==> config.mk <==
export PLATFORM = sky130hd
export DESIGN_NAME = led_cfg_serial
export DESIGN_NICKNAME = d
export VERILOG_FILES = /design/src/rtl/ledcfg_pkg.sv /design/src/rtl/cfg_update_ctl.sv /design/src/rtl/cfg_shift_chain.sv /design/src/rtl/cfg_data_regs.sv /design/src/rtl/led_cfg_serial.sv
export SDC_FILE = /design/constraint.sdc
export NUM_CORES = 1
export LEC_CHECK = 0
export CELL_PAD_IN_SITES_DETAIL_PLACEMENT = 0
export CELL_PAD_IN_SITES_GLOBAL_PLACEMENT = 1
export CORE_MARGIN = 2
export CORE_UTILIZATION = 30
export DETAILED_ROUTE_END_ITERATION = 8
export DONT_BUFFER_PORTS = 1
export PLACE_DENSITY = 0.53
export SETUP_SLACK_MARGIN = 0.3
export SLEW_MARGIN = 20
export SYNTH_ARGS = -nofsm -noshare
export SYNTH_HDL_FRONTEND = slang
export SYNTH_SLANG_ARGS = --single-unit
==> constraint.sdc <==
create_clock -name clk -period 1.7 [get_ports clk]
set_clock_uncertainty 0.05 [all_clocks]
set_input_delay 0.17 -clock clk [delete_from_list [all_inputs] [get_ports clk]]
set_output_delay 0.17 -clock clk [all_outputs]
set_load 0.02 [all_outputs]
==> src/rtl/ledcfg_pkg.sv <==
package ledcfg_pkg;

    localparam int NUM_CH     = 16;
    localparam int GS_BITS    = 12;
    localparam int DC_BITS    = 6;
    localparam int GS_LEN     = NUM_CH * GS_BITS;
    localparam int DC_LEN     = NUM_CH * DC_BITS;
    localparam int ST_TEF_POS = NUM_CH;
    localparam int ST_DC_LSB  = 24;

    localparam logic [DC_LEN-1:0] NV_DC_IMAGE = '1;

    typedef enum logic {
        MODE_GS = 1'b0,
        MODE_DC = 1'b1
    } mode_e;

    typedef enum logic [1:0] {
        UPD_IDLE    = 2'd0,
        UPD_DC_DONE = 2'd1,
        UPD_GS_WAIT = 2'd2
    } upd_state_e;

    typedef struct packed {
        logic shift;
        logic load_gs;
        logic load_dc;
        logic load_stat;
        logic use_cap;
    } cfg_ctl_t;

    function automatic logic [GS_LEN-1:0] pack_status(
        input logic [NUM_CH-1:0] lod,
        input logic              tef,
        input logic [DC_LEN-1:0] dc
    );
        logic [GS_LEN-1:0] w;
        w = '0;
        w[NUM_CH-1:0]            = lod;
        w[ST_TEF_POS]            = tef;
        w[ST_DC_LSB +: DC_LEN]   = dc;
        return w;
    endfunction

endpackage

==> src/rtl/cfg_update_ctl.sv <==
module cfg_update_ctl
    import ledcfg_pkg::*;
(
    input  logic              clk,
    input  logic              rst,
    input  logic              shift_en,
    input  logic              latch,
    input  logic              dc_mode,
    input  logic [NUM_CH-1:0] open_flags,
    output cfg_ctl_t          ctl,
    output logic [NUM_CH-1:0] lod_cap
);

    upd_state_e state_q, state_d;
    logic       latch_q;
    logic       latch_fall;
    mode_e      mode;

    assign mode       = mode_e'(dc_mode);
    assign latch_fall = latch_q & ~latch;

    always_comb begin
        ctl = '0;
        unique case (state_q)
            UPD_IDLE: begin
                ctl.load_gs   = latch & (mode == MODE_GS);
                ctl.load_stat = latch_fall & (mode == MODE_GS);
            end
            UPD_GS_WAIT: begin
                if (shift_en && !latch && mode == MODE_GS) begin
                    ctl.load_gs   = 1'b1;
                    ctl.load_stat = 1'b1;
                    ctl.use_cap   = 1'b1;
                end
            end
            default: ;
        endcase
        ctl.load_dc = latch & (mode == MODE_DC);
        ctl.shift   = shift_en & ~latch & ~ctl.load_stat;
    end

    always_comb begin
        state_d = state_q;
        if (latch && mode == MODE_DC) begin
            state_d = UPD_DC_DONE;
        end else begin
            unique case (state_q)
                UPD_DC_DONE: if (latch && mode == MODE_GS) state_d = UPD_GS_WAIT;
                UPD_GS_WAIT: if (ctl.load_stat)            state_d = UPD_IDLE;
                default: ;
            endcase
        end
    end

    always_ff @(posedge clk) begin
        if (rst) begin
            state_q <= UPD_IDLE;
            latch_q <= 1'b0;
            lod_cap <= '0;
        end else begin
            state_q <= state_d;
            latch_q <= latch;
            if (latch_fall) lod_cap <= open_flags;
        end
    end

    // flags are taken on the falling edge of the latch and kept otherwise
    assert_lod_capture_R7: assert property (@(posedge clk) disable iff (rst)
        (latch_q && !latch) |=> (lod_cap == $past(open_flags)));
    assert_lod_hold_R7: assert property (@(posedge clk) disable iff (rst)
        !(latch_q && !latch) |=> $stable(lod_cap));
    // while a trim write is pending, a brightness latch does not commit
    assert_pending_blocks_R9: assert property (@(posedge clk) disable iff (rst)
        (state_q == UPD_DC_DONE) |-> !ctl.load_gs && !ctl.load_stat);

endmodule

==> src/rtl/cfg_shift_chain.sv <==
module cfg_shift_chain
    import ledcfg_pkg::*;
#(
    parameter int LEN     = GS_LEN,
    parameter int ALT_LEN = DC_LEN
) (
    input  logic           clk,
    input  logic           rst,
    input  logic           sin,
    input  logic           shift,
    input  logic           load_stat,
    input  logic [LEN-1:0] stat_word,
    input  logic           dc_mode,
    output logic [LEN-1:0] chain,
    output logic           ser_out
);

    always_ff @(posedge clk) begin
        if (rst) begin
            chain <= '0;
        end else if (load_stat) begin
            chain <= stat_word;
        end else if (shift) begin
            chain <= {chain[LEN-2:0], sin};
        end
    end

    assign ser_out = dc_mode ? chain[ALT_LEN-1] : chain[LEN-1];

    // a shift moves every bit up one place and takes the serial input
    assert_shift_R1: assert property (@(posedge clk) disable iff (rst)
        (shift && !load_stat) |=> (chain == {$past(chain[LEN-2:0]), $past(sin)}));
    // status load replaces the whole chain
    assert_stat_load_R5: assert property (@(posedge clk) disable iff (rst)
        load_stat |=> (chain == $past(stat_word)));
    // no strobe, no movement
    assert_chain_hold_R1: assert property (@(posedge clk) disable iff (rst)
        (!shift && !load_stat) |=> $stable(chain));

endmodule

==> src/rtl/cfg_data_regs.sv <==
module cfg_data_regs
    import ledcfg_pkg::*;
(
    input  logic              clk,
    input  logic              rst,
    input  logic              load_gs,
    input  logic              load_dc,
    input  logic [GS_LEN-1:0] chain,
    output logic [GS_LEN-1:0] gs_q,
    output logic [DC_LEN-1:0] dc_q
);

    always_ff @(posedge clk) begin
        if (rst) begin
            gs_q <= '0;
            dc_q <= '0;
        end else begin
            if (load_gs) gs_q <= chain;
            if (load_dc) dc_q <= chain[DC_LEN-1:0];
        end
    end

    // brightness register takes the chain on a latch and holds otherwise
    assert_gs_load_R3: assert property (@(posedge clk) disable iff (rst)
        load_gs |=> (gs_q == $past(chain)));
    assert_gs_hold_R3: assert property (@(posedge clk) disable iff (rst)
        !load_gs |=> $stable(gs_q));
    // trim register takes the low part of the chain
    assert_dc_load_R4: assert property (@(posedge clk) disable iff (rst)
        load_dc |=> (dc_q == $past(chain[DC_LEN-1:0])));
    assert_dc_hold_R4: assert property (@(posedge clk) disable iff (rst)
        !load_dc |=> $stable(dc_q));

endmodule

==> src/rtl/led_cfg_serial.sv <==
module led_cfg_serial
    import ledcfg_pkg::*;
(
    input  logic              clk,
    input  logic              rst,
    input  logic              sin,
    input  logic              shift_en,
    input  logic              latch,
    input  logic              dc_mode,
    input  logic              dc_src_reg,
    input  logic [NUM_CH-1:0] open_flags,
    input  logic              thermal_flag,
    output logic              ser_out,
    output logic [GS_LEN-1:0] gs_data,
    output logic [DC_LEN-1:0] dc_data
);

    cfg_ctl_t          ctl;
    logic [NUM_CH-1:0] lod_cap;
    logic [NUM_CH-1:0] lod_sel;
    logic [DC_LEN-1:0] dc_sel;
    logic [GS_LEN-1:0] stat_word;
    logic [GS_LEN-1:0] chain;

    cfg_update_ctl u_ctl (
        .clk        (clk),
        .rst        (rst),
        .shift_en   (shift_en),
        .latch      (latch),
        .dc_mode    (dc_mode),
        .open_flags (open_flags),
        .ctl        (ctl),
        .lod_cap    (lod_cap)
    );

    assign lod_sel   = ctl.use_cap ? lod_cap : open_flags;
    assign dc_sel    = dc_src_reg ? dc_data : NV_DC_IMAGE;
    assign stat_word = pack_status(lod_sel, thermal_flag, dc_sel);

    cfg_shift_chain #(
        .LEN     (GS_LEN),
        .ALT_LEN (DC_LEN)
    ) u_chain (
        .clk       (clk),
        .rst       (rst),
        .sin       (sin),
        .shift     (ctl.shift),
        .load_stat (ctl.load_stat),
        .stat_word (stat_word),
        .dc_mode   (dc_mode),
        .chain     (chain),
        .ser_out   (ser_out)
    );

    cfg_data_regs u_regs (
        .clk     (clk),
        .rst     (rst),
        .load_gs (ctl.load_gs),
        .load_dc (ctl.load_dc),
        .chain   (chain),
        .gs_q    (gs_data),
        .dc_q    (dc_data)
    );

    // reserved status bits come out as zero after a status load
    assert_stat_reserved_R5: assert property (@(posedge clk) disable iff (rst)
        ctl.load_stat |=> (chain[GS_LEN-1:ST_DC_LSB+DC_LEN] == '0) &&
                          (chain[ST_DC_LSB-1:ST_TEF_POS+1] == '0));
    // the status MSB is reserved, so brightness-mode output is low right after the load
    assert_stat_msb_R8: assert property (@(posedge clk) disable iff (rst)
        (ctl.load_stat && !dc_mode) |=> !ser_out || dc_mode);

endmodule

==> flow_summary.ini <==
[status]
outcome = finished, violations left
violations = hold timing, setup timing

[synthesis]
synth-edff-count = 0
yosysWarningCount = 0
netlist_area_um2 = 19500
ys_ff_latch = 499
yosysMostFrequentCell = nand2_1
synth_area_leaders = dfxtp_1 (51%), nand2_1 (15%), mux2i_1 (9.8%)
syn_nets = 2274
synth_cell_types = 40
synthDominantAreaCellType = dfxtp_1
ys_async_sr_fraction_pct = 0
yosysSeqAreaShare_pct = 51.1
yosys-top-cells-count = nand2_1 (770), dfxtp_1 (499), a21oi_1 (195), mux2i_1 (192), clkbuf_1 (131)
synth_top_area_share_pct = 51.1
synth_top_flop_cell = dfxtp_1
synth.avg_cell_area_um2 = 8.69
synth_cells = 2247

[detailed_routing]
wire_per_inst_um = 21.6
drt_iter0_markers = 973
dr.pass1.iters = 5
drt.antenna.violating_nets = 0
routed_via_density = 5.04
vias = 15827
wl_mm = 67.7
drc = 0

[cts]
cts_sinks = 499
cts_buffer_depth = 3
insertion_delay_ns = 0.63
ctsRootBufferMaster = clkbuf_16
clkTransAtPathRegs_ns = 0.06
cts_tree = built
htreeDepth = 2
cts_made_buffers = 58

[timing]
slew_violations = 0
worst_pin_slew_ns = 0.674
worst_slack_ns = -0.152
hold_violations = 205
whs_ns = -0.438
min_period_ns = 1.85
setup_viol = 368
rsz0062_at_grt = yes
slew_headroom_pct = 54.9
finalCritPeriodShare_pct = 109
fmax_ghz = 0.540

[critical_path]
startpoint_type = flip-flop
cp_max_fo = 6
required_ns = 2.16
worstRegToRegCells = 9
path_class = flip-flop to flip-flop
critPathMaxStageDelay_ns = 0.33
end_kind = flip-flop
slowest_stage = dfxtp_2
worstPathArrival_ns = 2.31
cpMostUsedCell = buf_12
path_cells = inv_4 -> buf_6 -> ha_4 -> nand3b_1 -> a21o_4 -> buf_12 -> buf_12 -> buf_16 -> mux2i_2
worstSetupStartpoint = u_ctl.state_q[0]$_SDFFE_PP0P_
crit-reg2reg-launch = u_ctl.state_q[0]$_SDFFE_PP0P_

[floorplan]
coreArea_um2 = 64500
rows = 93
io_pins = 313
dieArea_um2 = 67200
die_height_um = 259
initial_core_util_pct = 30.3
dieWidth_um = 259

[place]
finalWeightedCongestion = 0.777
dp.cells = 2968
portBuffers = 0
pre_cts_ws_ns = -0.127
dpl.hpwl_mm = 43.3

[layout]
layout-drive-gt1-share_pct = 11.8
fin_nets = 2269
regArea_um2 = 9990
final_util_pct = 37.4
instances_no_fill = 3142
area_delta_synth_final_pct = 23.4
num_antenna_cells = 0
multi_input_area_um2 = 8960
fillCellCount = 6577

[min_path]
hold_start = rst
hp-class = primary input to flip-flop
whs_path_depth = 1

[pwr]
pwr_density_cell_nw_per_um2 = 1130
p_leak_nw = 8.73
vdd_drop_max_v = 0.000685

[global_route]
grt_antenna_before_repair = 0
grt_pass1_wl_mm = 99.5
gr-total-overflow = 0
grt_pass1_vias = 15504
grt_max_degree = 136
grt_util_all_layers_pct = 19.2

[flow_run]
cap_violations = 0
[flip-flops by register name, indices dropped and copies added (netlist names)]
name	flops
u_chain.chain	192
u_regs.gs_q	192
u_regs.dc_q	96
u_ctl.lod_cap	16
u_ctl.state_q	2
u_ctl.latch_q	1
[area by class of cell]
class,count,area share [%]
Clock inverter,16,0.784
Inverter,5,0.119
Tap cell,855,4.44
Multi-Input combinational cell,1542,37.2
Clock buffer,89,7.21
Sequential cell,499,41.4
Timing Repair Buffer,136,8.81
[per-layer routing]
metal  vias up  share of wire [%]  track usage, %
met5         -                  0               0
met4         0                2.4            5.24
met3        96                8.9            7.52
met2       368                 47            31.5
met1      7709                 42            23.4
li1       7654                  -               -
[kinds of logic after synthesis]
family                     Yosys count  share of synthesized area [%]
and+or+nand+nor                    997                           21.7
DFF                                499                           51.1
AOI/OAI and AO/OA                  349                           12.6
buffers and inverters              206                           4.47
muxes                              193                           9.90
adders and majority gates            3                          0.192
[worst max-delay path, delay by kind of cell, from the launching register on]
kind	cells	cell delay (ns)
compound gates	1	0.30
mux	1	0.15
fa+ha+maj	1	0.14
flops	1	0.33
simple gates	1	0.17
buf+inv	5	0.57
[worst paths after layout]
check                                                      to  slack [ns]
worst max-delay path             u_regs.gs_q[54]$_SDFFE_PP0P_       -0.15
worst min register to register  u_ctl.lod_cap[0]$_SDFFE_PP0N_        0.41
worst max register to register   u_regs.gs_q[54]$_SDFFE_PP0P_       -0.15
worst min-delay path             u_regs.dc_q[24]$_SDFFE_PP0P_       -0.44
[through the flow]
stage          total power [mW]  area, µm²  hold WS [ns]  TNS, ns
3_3_place_gp               14.2      20900         0.214   -23.54
6_report                   27.2      24100        -0.438   -31.60
2_1_floorplan              13.7      20000         0.256    -3.18
5_1_grt                    28.2      24100        -0.458   -53.56
4_1_cts                    27.4      23700        -0.461   -22.59
3_5_place_dp               14.2      20900         0.210   -21.24
[cells in the final DEF, fill, tap and decap left out, drive strengths merged, types with 2 or more instances in the layout]
cell type,instances
inv,6
clkbuf,95
a221o,97
dlygate4sd3,26
a32oi,16
a21o,2
buf,104
ha,3
nand2,770
bufinv,4
mux2i,192
o2111ai,15
clkinvlp,2
dfxtp,499
o221ai,16
clkinv,9
nor2b,100
nand2b,4
nor3,97
a21oi,195
and3b,16
[where the power goes]
group	total (mW)	internal (mW)	switching, mW
registers	12.1	11.8	0.229
logic	2.46	1.12	1.35
clock network	12.7	7.59	5.09
[timing repair]
item	in CTS	in global routing
hold buffers	26	1
resized for setup	38	43
pin swaps	0	4
setup buffers	20	1
cloned	12	9
endpoints found under the hold margin	362	215
setup endpoints to repair	489	495
Power figures use the tool's default switching activity.
